**src/rtl/aeskd_pkg.sv**
```systemverilog
package aeskd_pkg;

    localparam int WORD_W    = 32;
    localparam int KEY_WORDS = 4;
    localparam int ROUNDS    = 10;
    localparam int CNT_W     = $clog2(ROUNDS);
    localparam int ADDR_W    = 4;

    localparam logic [ADDR_W-1:0] OFS_CTRL = 4'd0;
    localparam logic [ADDR_W-1:0] OFS_STAT = 4'd1;
    localparam logic [ADDR_W-1:0] OFS_KEY  = 4'd2;
    localparam logic [ADDR_W-1:0] OFS_IV   = 4'd6;
    localparam int CLR_BIT = 8;

    typedef logic [KEY_WORDS-1:0][WORD_W-1:0] key_t;

    typedef enum logic [1:0] {
        MODE_CIPHER  = 2'b00,
        MODE_KEYPREP = 2'b01,
        MODE_DECRYPT = 2'b10,
        MODE_COMBO   = 2'b11
    } mode_e;

    typedef struct packed {
        logic [1:0] chain;
        mode_e      mode;
        logic       run;
    } ctrl_t;

    typedef enum logic {PH_IDLE = 1'b0, PH_ROUND = 1'b1} phase_e;

    function automatic logic [7:0] xtime(input logic [7:0] a);
        return {a[6:0], 1'b0} ^ (a[7] ? 8'h1b : 8'h00);
    endfunction

    function automatic logic [7:0] gf_mul(input logic [7:0] a, input logic [7:0] b);
        logic [7:0] acc = 8'h00;
        logic [7:0] p   = a;
        for (int i = 0; i < 8; i++) begin
            if (b[i]) acc = acc ^ p;
            p = xtime(p);
        end
        return acc;
    endfunction

    // multiplicative inverse as a^254, then the affine map
    function automatic logic [7:0] sbox_calc(input logic [7:0] a);
        logic [7:0] sq  = a;
        logic [7:0] inv = 8'h01;
        logic [7:0] r;
        for (int i = 1; i < 8; i++) begin
            sq  = gf_mul(sq, sq);
            inv = gf_mul(inv, sq);
        end
        r = inv ^ {inv[6:0], inv[7]} ^ {inv[5:0], inv[7:6]}
                ^ {inv[4:0], inv[7:5]} ^ {inv[3:0], inv[7:4]} ^ 8'h63;
        return r;
    endfunction

endpackage

```
**src/rtl/aeskd_sbox.sv**
```systemverilog
module aeskd_sbox
    import aeskd_pkg::*;
(
    input  logic [7:0] din,
    output logic [7:0] dout
);
    assign dout = sbox_calc(din);
endmodule

```
**src/rtl/aeskd_round.sv**
```systemverilog
module aeskd_round
    import aeskd_pkg::*;
(
    input  key_t       cur,
    input  logic [7:0] rcon,
    output key_t       nxt
);
    logic [WORD_W-1:0] rot;
    logic [WORD_W-1:0] sub;
    logic [WORD_W-1:0] mix;

    // word index KEY_WORDS-1 is the most significant (first) word
    assign rot = {cur[0][23:0], cur[0][31:24]};

    for (genvar b = 0; b < 4; b++) begin : g_sub
        aeskd_sbox u_sbox (.din(rot[8*b +: 8]), .dout(sub[8*b +: 8]));
    end

    assign mix = sub ^ {rcon, 24'h000000};

    assign nxt[KEY_WORDS-1] = cur[KEY_WORDS-1] ^ mix;
    for (genvar w = KEY_WORDS-2; w >= 0; w--) begin : g_chain
        assign nxt[w] = cur[w] ^ nxt[w+1];
    end
endmodule

```
**src/rtl/aeskd_sched.sv**
```systemverilog
module aeskd_sched
    import aeskd_pkg::*;
(
    input  logic clk,
    input  logic rst,
    input  logic start,
    input  key_t key_in,
    output logic busy,
    output logic finish,
    output key_t key_out
);
    localparam logic [CNT_W-1:0] LAST = CNT_W'(ROUNDS - 1);

    phase_e           phase;
    logic [CNT_W-1:0] rnd;
    logic [7:0]       rcon;
    key_t             work;
    key_t             nxt;

    aeskd_round u_round (.cur(work), .rcon(rcon), .nxt(nxt));

    always_ff @(posedge clk) begin
        if (rst) begin
            phase <= PH_IDLE;
            rnd   <= '0;
            rcon  <= 8'h01;
            work  <= '0;
        end else begin
            case (phase)
                PH_IDLE: if (start) begin
                    work  <= key_in;
                    rnd   <= '0;
                    rcon  <= 8'h01;
                    phase <= PH_ROUND;
                end
                PH_ROUND: begin
                    work <= nxt;
                    rcon <= xtime(rcon);
                    rnd  <= rnd + 1'b1;
                    if (rnd == LAST) phase <= PH_IDLE;
                end
                default: phase <= PH_IDLE;
            endcase
        end
    end

    assign busy    = (phase == PH_ROUND);
    assign finish  = busy && (rnd == LAST);
    assign key_out = nxt;


    rnd_bound_chk: assert property (@(posedge clk) disable iff (rst)
        busy |-> (rnd <= LAST));

    first_rcon_chk: assert property (@(posedge clk) disable iff (rst)
        (!busy && start) |=> (busy && rcon == 8'h01 && rnd == '0));

    finish_idle_chk: assert property (@(posedge clk) disable iff (rst)
        finish |=> !busy);
endmodule

```
**src/rtl/aeskd_engine.sv**
```systemverilog
module aeskd_engine
    import aeskd_pkg::*;
(
    input  logic              clk,
    input  logic              rst,
    input  logic              reg_we,
    input  logic [ADDR_W-1:0] reg_addr,
    input  logic [31:0]       reg_wdata,
    output logic [31:0]       reg_rdata,
    output logic              kd_done,
    output logic              dec_ready
);
    localparam int CTRL_W = $bits(ctrl_t);

    ctrl_t ctrl_q;
    logic  done_q;
    key_t  key_q;
    key_t  iv_q;
    key_t  key_new;
    logic  busy, finish, start;
    logic  ctrl_wr;

    assign ctrl_wr = reg_we && (reg_addr == OFS_CTRL);
    assign start   = ctrl_q.run && (ctrl_q.mode == MODE_KEYPREP) && !busy;

    aeskd_sched u_sched (
        .clk(clk), .rst(rst), .start(start), .key_in(key_q),
        .busy(busy), .finish(finish), .key_out(key_new)
    );

    always_ff @(posedge clk) begin
        if (rst) begin
            ctrl_q <= '0;
        end else if (finish) begin
            ctrl_q.run <= 1'b0;
        end else if (ctrl_wr && !busy) begin
            ctrl_q <= ctrl_t'(reg_wdata[CTRL_W-1:0]);
        end
    end

    always_ff @(posedge clk) begin
        if (rst)                               done_q <= 1'b0;
        else if (finish)                       done_q <= 1'b1;
        else if (ctrl_wr && reg_wdata[CLR_BIT]) done_q <= 1'b0;
    end

    for (genvar i = 0; i < KEY_WORDS; i++) begin : g_words
        localparam logic [ADDR_W-1:0] KA = OFS_KEY + ADDR_W'(i);
        localparam logic [ADDR_W-1:0] IA = OFS_IV + ADDR_W'(i);
        always_ff @(posedge clk) begin
            if (rst)
                key_q[KEY_WORDS-1-i] <= '0;
            else if (finish)
                key_q[KEY_WORDS-1-i] <= key_new[KEY_WORDS-1-i];
            else if (reg_we && reg_addr == KA && !ctrl_q.run)
                key_q[KEY_WORDS-1-i] <= reg_wdata;
        end
        always_ff @(posedge clk) begin
            if (rst)
                iv_q[KEY_WORDS-1-i] <= '0;
            else if (reg_we && reg_addr == IA && ctrl_q.mode != MODE_KEYPREP)
                iv_q[KEY_WORDS-1-i] <= reg_wdata;
        end
    end

    always_comb begin
        reg_rdata = '0;
        if (reg_addr == OFS_CTRL)
            reg_rdata[CTRL_W-1:0] = ctrl_q;
        else if (reg_addr == OFS_STAT)
            reg_rdata[0] = done_q;
        else if (reg_addr >= OFS_KEY && reg_addr < OFS_KEY + ADDR_W'(KEY_WORDS))
            reg_rdata = key_q[KEY_WORDS-1-int'(reg_addr - OFS_KEY)];
        else if (reg_addr >= OFS_IV && reg_addr < OFS_IV + ADDR_W'(KEY_WORDS))
            reg_rdata = iv_q[KEY_WORDS-1-int'(reg_addr - OFS_IV)];
    end

    assign kd_done   = done_q;
    assign dec_ready = ctrl_q.run && (ctrl_q.mode == MODE_DECRYPT);

    logic unused_wdata;
    assign unused_wdata = ^{reg_wdata[31:CLR_BIT+1], reg_wdata[CLR_BIT-1:CTRL_W]};


    run_cleared_chk: assert property (@(posedge clk) disable iff (rst)
        $rose(done_q) |-> !ctrl_q.run);

    done_source_chk: assert property (@(posedge clk) disable iff (rst)
        $rose(done_q) |-> $past(busy));

    key_hold_chk: assert property (@(posedge clk) disable iff (rst)
        ($past(ctrl_q.run) && ctrl_q.run) |-> $stable(key_q));

    iv_hold_chk: assert property (@(posedge clk) disable iff (rst)
        ($past(ctrl_q.mode) == MODE_KEYPREP) |-> $stable(iv_q));

    no_prep_chk: assert property (@(posedge clk) disable iff (rst)
        dec_ready |-> !busy);
endmodule

```
**config.mk**
```make
export PLATFORM = sky130hd
export DESIGN_NAME = aeskd_engine
export DESIGN_NICKNAME = d
export VERILOG_FILES = /design/src/rtl/aeskd_pkg.sv /design/src/rtl/aeskd_sbox.sv /design/src/rtl/aeskd_round.sv /design/src/rtl/aeskd_sched.sv /design/src/rtl/aeskd_engine.sv
export SDC_FILE = /design/constraint.sdc
export NUM_CORES = 2
export LEC_CHECK = 0
export ABC_CLOCK_PERIOD_IN_PS = 21700
export BUFFER_PORTS_ARGS = -buffer_cell sky130_fd_sc_hd__buf_2
export CORE_MARGIN = 2
export CORE_UTILIZATION = 62
export CTS_BUF_LIST = sky130_fd_sc_hd__clkbuf_4 sky130_fd_sc_hd__clkbuf_8
export CTS_CLUSTER_SIZE = 30
export DETAILED_ROUTE_END_ITERATION = 12
export PLACE_DENSITY = 0.79
export SYNTH_ARGS = -nofsm -noshare
export SYNTH_HDL_FRONTEND = slang
export SYNTH_SLANG_ARGS = --single-unit
```
**constraint.sdc**
```tcl
create_clock -name clk -period 21.7 [get_ports clk]
set_input_delay 0 -clock clk [delete_from_list [all_inputs] [get_ports clk]]
set_output_delay 0 -clock clk [all_outputs]
set_load 0.02 [all_outputs]
```
==> Yosys cells after proc, flatten, opt, wreduce, memory -nomap -nowiden <==
Cells that the tools add are included.
{ "word_totals": {"word_cells": 1707, "out_inout_bits": 34, "inputBits": 39, "ff_bits": 403} }
{ "classes": {"order_cmp": 6, "n_reduce_logical": 35, "mux": 844, "n_addsub": 5, "bitwise": 784, "eq_ne": 14} }
{ "op_table": {"columns": ["op", "n"], "rows": [
  ["$xor 8x8->8", 745],
  ["$mux 8", 421],
  ["$mux 5", 370],
  ["$mux 32", 14],
  ["$pmux 128 s2", 1],
  ["$xor 32x32->32", 5],
  ["$bmux 32 s2", 2],
  ["$mux 128", 1],
  ["$mux 31", 1],
  ["$mux 7", 4],
  ["$not 1->1 const A", 28],
  ["$mux 27", 1],
  ["$logic_and 1x1->1", 25],
  ["$mux 6", 4],
  ["$mux 4", 5],
  ["$eq 4x3->1 const B", 4],
  ["$not 4->4", 4],
  ["$pmux 8 s2", 1],
  ["$eq 4x4->1 const B", 3],
  ["$lt 6x4->1 const B", 2],
  ["$mux 3", 4],
  ["$sub 3x5->6 const A", 2],
  ["$reduce_bool 2->1", 5],
  ["$mux 1", 9],
  ["other kinds (21)", 27]
]} }

==> Depth between registers and ports, before layout <==
{ "logic_depth": {"depth_word": 138, "mapped_depth": 68, "mapped_depth_nobuf": 56} }

==> Hierarchy <==
A second synthesis with hierarchy kept.
{ "hier_totals": {"cells_unflattened": 10123, "area_unflattened_um2": 81824.7} }
{ "modules_own_cells": {"columns": ["mod", "area_each_um2", "cells_each", "instances", "seq_area_each_um2"], "rows": [
  ["aeskd_sbox", 15220.8, 1942, 4, 0.0],
  ["aeskd_engine", 12741.0, 1560, 1, 5245.0],
  ["aeskd_sched", 6650.1, 620, 1, 2822.7],
  ["aeskd_round", 1550.2, 175, 1, 0.0]
]} }

==> Worst setup path after synthesis <==
No wires, ideal clock.
{ "synth_timing": {"path_kind": "flip-flop to flip-flop", "start": "register u_sched.work[21] (netlist name)", "end": "register u_sched.work[26] (netlist name)", "arrival_time_ns": 15.570, "period_less_slack_ns": 15.635, "t_required_ns": 21.635, "setup_ns": 0.065, "slack_ns": 6.065, "n_path_buf": 8, "path_stages_with_launch": 60, "path_cell_list": "dfxtp_1 -> buf_2 -> buf_2 -> nand2_1 -> mux2_2 -> or3_1 -> nand2_1 -> xnor2_1 -> ha_1 -> inv_1 -> nor2_1 -> xnor2_1 -> xnor3_1 -> clkbuf_1 -> inv_1 -> clkbuf_1 -> clkbuf_1 -> ha_1 -> [... 24 more ...] -> xnor3_1 -> xor3_1 -> nor2_2 -> xnor2_1 -> xnor2_1 -> xnor3_1 -> nor4_2 -> o211a_1 -> nor2_4 -> mux2_1 -> nand4_1 -> xnor3_1 -> xnor3_2 -> xor3_1 -> xnor3_2 -> xnor3_1 -> mux2_2 -> nor2_1"} }
{ "synth_via": {"elab_chain_cells": 133, "elab_cells_between_ends": 390, "classes_between": "199 x mux; 191 x bitwise"} }
{ "synth_lines": {"columns": ["item", "line_no", "source"], "rows": [
  ["start: declaration", "aeskd_sched.sv:17", "key_t work;"],
  ["start signal: assignment", "aeskd_sched.sv:31", "work <= key_in;"],
  ["start signal: assignment", "aeskd_sched.sv:37", "work <= nxt;"],
  ["$xor 8x8->8 / $mux 8 (equally long branches)", "aeskd_pkg.sv:33, aeskd_pkg.sv:40", null],
  ["$xor 8x8->8 (on tied branches)", "aeskd_pkg.sv:40, aeskd_pkg.sv:33", null],
  ["$mux 8 / $xor 8x8->8 (equally long branches)", "aeskd_pkg.sv:40", "if (b[i]) acc = acc ^ p;"],
  ["$xor 8x8->8 / $mux 8 (equally long branches)", "aeskd_pkg.sv:40", null],
  ["$mux 8 / $xor 8x8->8 (equally long branches)", "aeskd_pkg.sv:40", null],
  ["$xor 8x8->8 / $mux 8 (equally long branches)", "aeskd_pkg.sv:40", null],
  ["$mux 8 / $xor 8x8->8 (equally long branches)", "aeskd_pkg.sv:40", null],
  ["$xor 8x8->8 / $mux 8 (equally long branches)", "aeskd_pkg.sv:40", null],
  ["[... 114 more ...]", null, null],
  ["$mux 8 (*)", "aeskd_pkg.sv:40", null],
  ["$xor 8x8->8 (2 in series)", "aeskd_pkg.sv:55", "r = inv ^ {inv[6:0], inv[7]} ^ {inv[5:0], inv[7:6]}"],
  ["$xor 8x8->8", "aeskd_pkg.sv:56", "^ {inv[4:0], inv[7:5]} ^ {inv[3:0], inv[7:4]} ^ 8'h63;"],
  ["$xor 8x8->8 (*)", "aeskd_pkg.sv:56", null],
  ["$xor 32x32->32 (*)", "aeskd_round.sv:19", "assign mix = sub ^ {rcon, 24'h000000};"],
  ["$xor 32x32->32 (*)", "aeskd_round.sv:21", "assign nxt[KEY_WORDS-1] = cur[KEY_WORDS-1] ^ mix;"],
  ["$xor 32x32->32 (*) (3 in series)", "aeskd_round.sv:23", "assign nxt[w] = cur[w] ^ nxt[w+1];"],
  ["$pmux 128 s2 (*)", "aeskd_sched.sv:29", "case (phase)"]
]} }
Mark *: on every way between the ends. The rest lies on a longest branch, timed or not.
A chain may end at the register's enable or synchronous reset.

==> Final worst setup path <==
{ "layout_timing": {"start": "register u_sched.work[23] (netlist name)", "end": "register u_sched.work[31] (netlist name)"} }
{ "layout_via": {"elab_chain_cells": 134, "elab_cells_between_ends": 391, "classes_between": "200 x mux; 191 x bitwise"} }
{ "layout_lines": {"columns": ["item", "line_no", "source"], "rows": [
  ["$mux 5", "aeskd_pkg.sv:33", "return {a[6:0], 1'b0} ^ (a[7] ? 8'h1b : 8'h00);"],
  ["$xor 8x8->8", "aeskd_pkg.sv:33", null],
  ["$xor 8x8->8", "aeskd_pkg.sv:40", null],
  ["$mux 8", "aeskd_pkg.sv:40", null],
  ["$xor 8x8->8", "aeskd_pkg.sv:40", null],
  ["$mux 8", "aeskd_pkg.sv:40", null],
  ["$xor 8x8->8", "aeskd_pkg.sv:40", null],
  ["$mux 8", "aeskd_pkg.sv:40", null],
  ["[... 115 more ...]", null, null],
  ["$mux 8 (*)", "aeskd_pkg.sv:40", null],
  ["$xor 8x8->8 (2 in series)", "aeskd_pkg.sv:55", null],
  ["$xor 8x8->8", "aeskd_pkg.sv:56", null],
  ["$xor 8x8->8 (*)", "aeskd_pkg.sv:56", null],
  ["$xor 32x32->32 (*)", "aeskd_round.sv:19", null],
  ["$xor 32x32->32 (*)", "aeskd_round.sv:21", null],
  ["$xor 32x32->32 (*) (3 in series)", "aeskd_round.sv:23", null],
  ["$pmux 128 s2 (*)", "aeskd_sched.sv:29", null]
]} }
Marked as above.

==> flow_metrics.py <==
metrics = {
    "global_routing": {
        "grt_pass1_wl_um": 384000,
        "globalRouteOverflowTotal": 0,
        "track_usage_pct": 34.7,
        "grt_start_max_net_pins": 157,
        "grt_pass1_vias": 73100,
        "antenna_found_initial": 0,
    },
    "yosys": {
        "netlist.top_cell.by_area": "xnor2_1",
        "synth_area_leaders": "xnor2_1, xnor3_1, dfxtp_1, nand2_1, nor2_1",
        "syn_nets": 10700,
        "yosysSeqAreaShare_pct": 10.2,
        "synth-seq-cells": 403,
        "synthArstFlopShare_pct": 0,
        "synth_enable_flop_cells": 0,
        "avgSynthCellArea_um2": 7.45,
        "ys_warn_count": 0,
        "synth_cell_type_count": 129,
        "synthFlopType": "dfxtp_1",
        "synth_cells": 10700,
        "synth_top_area_share_pct": 18.4,
        "syn_area_mm2": 0.0795,
    },
    "setup_path": {
        "slowest_stage": "nor3_2",
        "cp-end-kind": "flop",
        "worstPathRequired_ns": 22.25,
        "worst_path_largest_cell_delay_ns": 0.95,
        "r2r_setup_slack_ns": 1.95,
        "crit_path_start_kind": "flop",
        "arrival_ns": 20.30,
        "worstSetupPathType": "flop to flop",
        "path_common_cell": "xnor3_1",
        "critPathMaxFanout": 22,
    },
    "timing": {
        "drv_slew": 0,
        "slew_headroom_pct": 13.7,
        "timing.final.crit_share_pct": 91.0,
        "fmax_mhz": 50.6,
        "finalHoldViolations": 0,
        "tightest_slew_ns": 1.29,
        "fin_skew_ns": 0.0405,
        "rsz0062_at_grt": "no",
        "setup-tns-final_ns": 0,
        "setup_viol_count_final": 0,
        "min_period_ns": 19.75,
    },
    "job": {
        "maxCapViolCount": 0,
    },
    "cts": {
        "cts_buffers": 66,
        "clock_latency_ns": 0.65,
        "clk_pin_slew_ns": 0.07,
        "ctsResizeCount": 0,
        "postCtsSetupBuffers": 0,
        "cts_hold_buf": 34,
        "clock-root-buffer": "clkbuf_8",
        "htree_levels": 3,
        "cts_buffer_depth": 3,
        "cts_sinks": 403,
        "cts_tree": "done",
    },
    "layout": {
        "syn2layout_area_growth_pct": 4.19,
        "antenna_cells": 0,
        "final_common_cell": "xnor2_1",
        "fin_nets": 10400,
        "mostFrequentLayoutCells": "xnor2_1, nand2_1, nor2_1, a21oi_1, xor2_1",
        "postLayoutCellArea_mm2": 0.0828,
        "regArea_mm2": 0.00807,
        "layout-drive-gt1-share_pct": 9.01,
        "fillers": 10900,
        "multi_input_area_mm2": 0.0682,
    },
    "power": {
        "ir_worst_vdd_mv": 0.0515,
        "clkPwrFrac_pct": 35.8,
        "swShare_pct": 34.0,
        "power_density_mw_per_mm2": 24.5,
        "seq_power_share_pct": 37.0,
        "p_leak_nw": 30.5,
        "p_switching_w": 0.000690,
        "intPower_w": 0.00134,
        "power.total_w": 0.00203,
        "combPwrFrac_pct": 27.2,
    },
    "detailed_routing": {
        "drtIter0Drc": 9468,
        "drt-total-wl_um": 239000,
        "first_pass_iters": 6,
        "postRouteAntennaNets": 0,
        "via_per_inst": 6.45,
        "wl_per_cell_um": 19.8,
        "vias": 77600,
        "drc": 0,
    },
    "die": {
        "die_w_um": 362,
        "start_util_pct": 62.4,
        "die_area_mm2": 0.131,
        "die_y_um": 362,
        "rows": 131,
        "core_mm2": 0.127,
        "io_pins": 73,
    },
    "worst_hold_path": {
        "hold_class": "input port to flop",
    },
    "placement": {
        "place_area_mm2": 0.0810,
        "port_buffers": 72,
        "gp_congestion": 0.962,
        "hpwl_um": 165000,
    },
    "status": {
        "status": "complete, no violations",
    },
}
==> final cells by class <==
cell class / count / area share [%]
clock inverters: 13 / 0.151
inverters: 104 / 0.471
repair buffers: 362 / 3.19
multi-input cells: 9394 / 82.4
clock buffers: 104 / 1.57
well taps: 1662 / 2.51
flip-flops and latches: 403 / 9.75
==> state kept, by name, indices dropped and copies added, names as in the netlist <==
register      flops
key_q           128
iv_q            128
u_sched.rcon      8
kd_done           1
u_sched.rnd       4
u_sched.work    128
ctrl_q            5
u_sched.busy      1
==> metrics by stage <==
stage,hold slack [ns],setup WS [ns],instances,utilization (%)
global placement,0.326,2.90,11900,63.6
floorplan,0.216,6.07,10700,-
finish,0.134,1.95,12000,65.0
detailed placement,0.338,2.43,11900,63.6
global route,0.199,0.766,12000,65.0
CTS,0.107,2.37,12000,65.0
==> power groups by stage <==
stage	combinational [W]	clock, W	sequential [W]
detailed placement	0.000531	0	0.000766
global placement	0.000523	0	0.000766
global route	0.000590	0.000759	0.000750
finish	0.000553	0.000726	0.000750
CTS	0.000539	0.000726	0.000750
floorplan	0.000408	0	0.000765
==> path summary, 6_finish.rpt <==
kind	start	end	depth (start not counted)
worst max-delay path	u_sched.work[23]	u_sched.work[31]	53
worst min-delay path	reg_addr[2]	kd_done	6
worst max register to register	u_sched.work[23]	u_sched.work[31]	53
worst min register to register	iv_q[4]	iv_q[4]	2
==> cell usage after synthesis (all sizes together), types with 185 or more instances <==
cell type  instances
a21oi            993
buf              215
clkbuf           550
dfxtp            403
mux2i            253
nand2           1504
nand3            185
nor2            1440
nor3             252
o21ai            445
xnor2           1779
xnor3            385
xor2             502
==> routing by layer <==
layer / track usage (%) / vias up / share of wire, %
li1: - / 36100 / -
met1: 47.4 / 36500 / 41
met2: 56.3 / 4395 / 46
met3: 4.20 / 651 / 10
met4: 12.4 / 0 / 3.3
met5: 0 / - / 0
==> cells by family (layout without fill, tap and decap cells) <==
| group | count (synthesis) | in the layout | share of synthesized area, % |
|---|---|---|---|
| AND/OR/NAND/NOR | 3847 | 3847 | 20.7 |
| XOR/XNOR | 2719 | 2719 | 39.3 |
| AO/OA/AOI/OAI | 2426 | 2426 | 19.1 |
| buffers and inverters | 869 | 583 | 4.53 |
| flip-flops | 403 | 403 | 10.2 |
| multiplexers | 381 | 381 | 5.92 |
| adder cells (fa/ha/maj) | 21 | 21 | 0.331 |
==> critical path, delay by kind of cell, from the launching register on <==
kind	cells	cell delay, ns
muxes	2	0.59
xor gates and xnor gates	15	7.05
and+or+nand+nor	11	3.63
buffers and inverters	3	0.97
DFF	1	0.85
AOI/OAI and AO/OA	19	5.11
adders and majority gates	3	1.39
(Power assumes the default switching activity.)
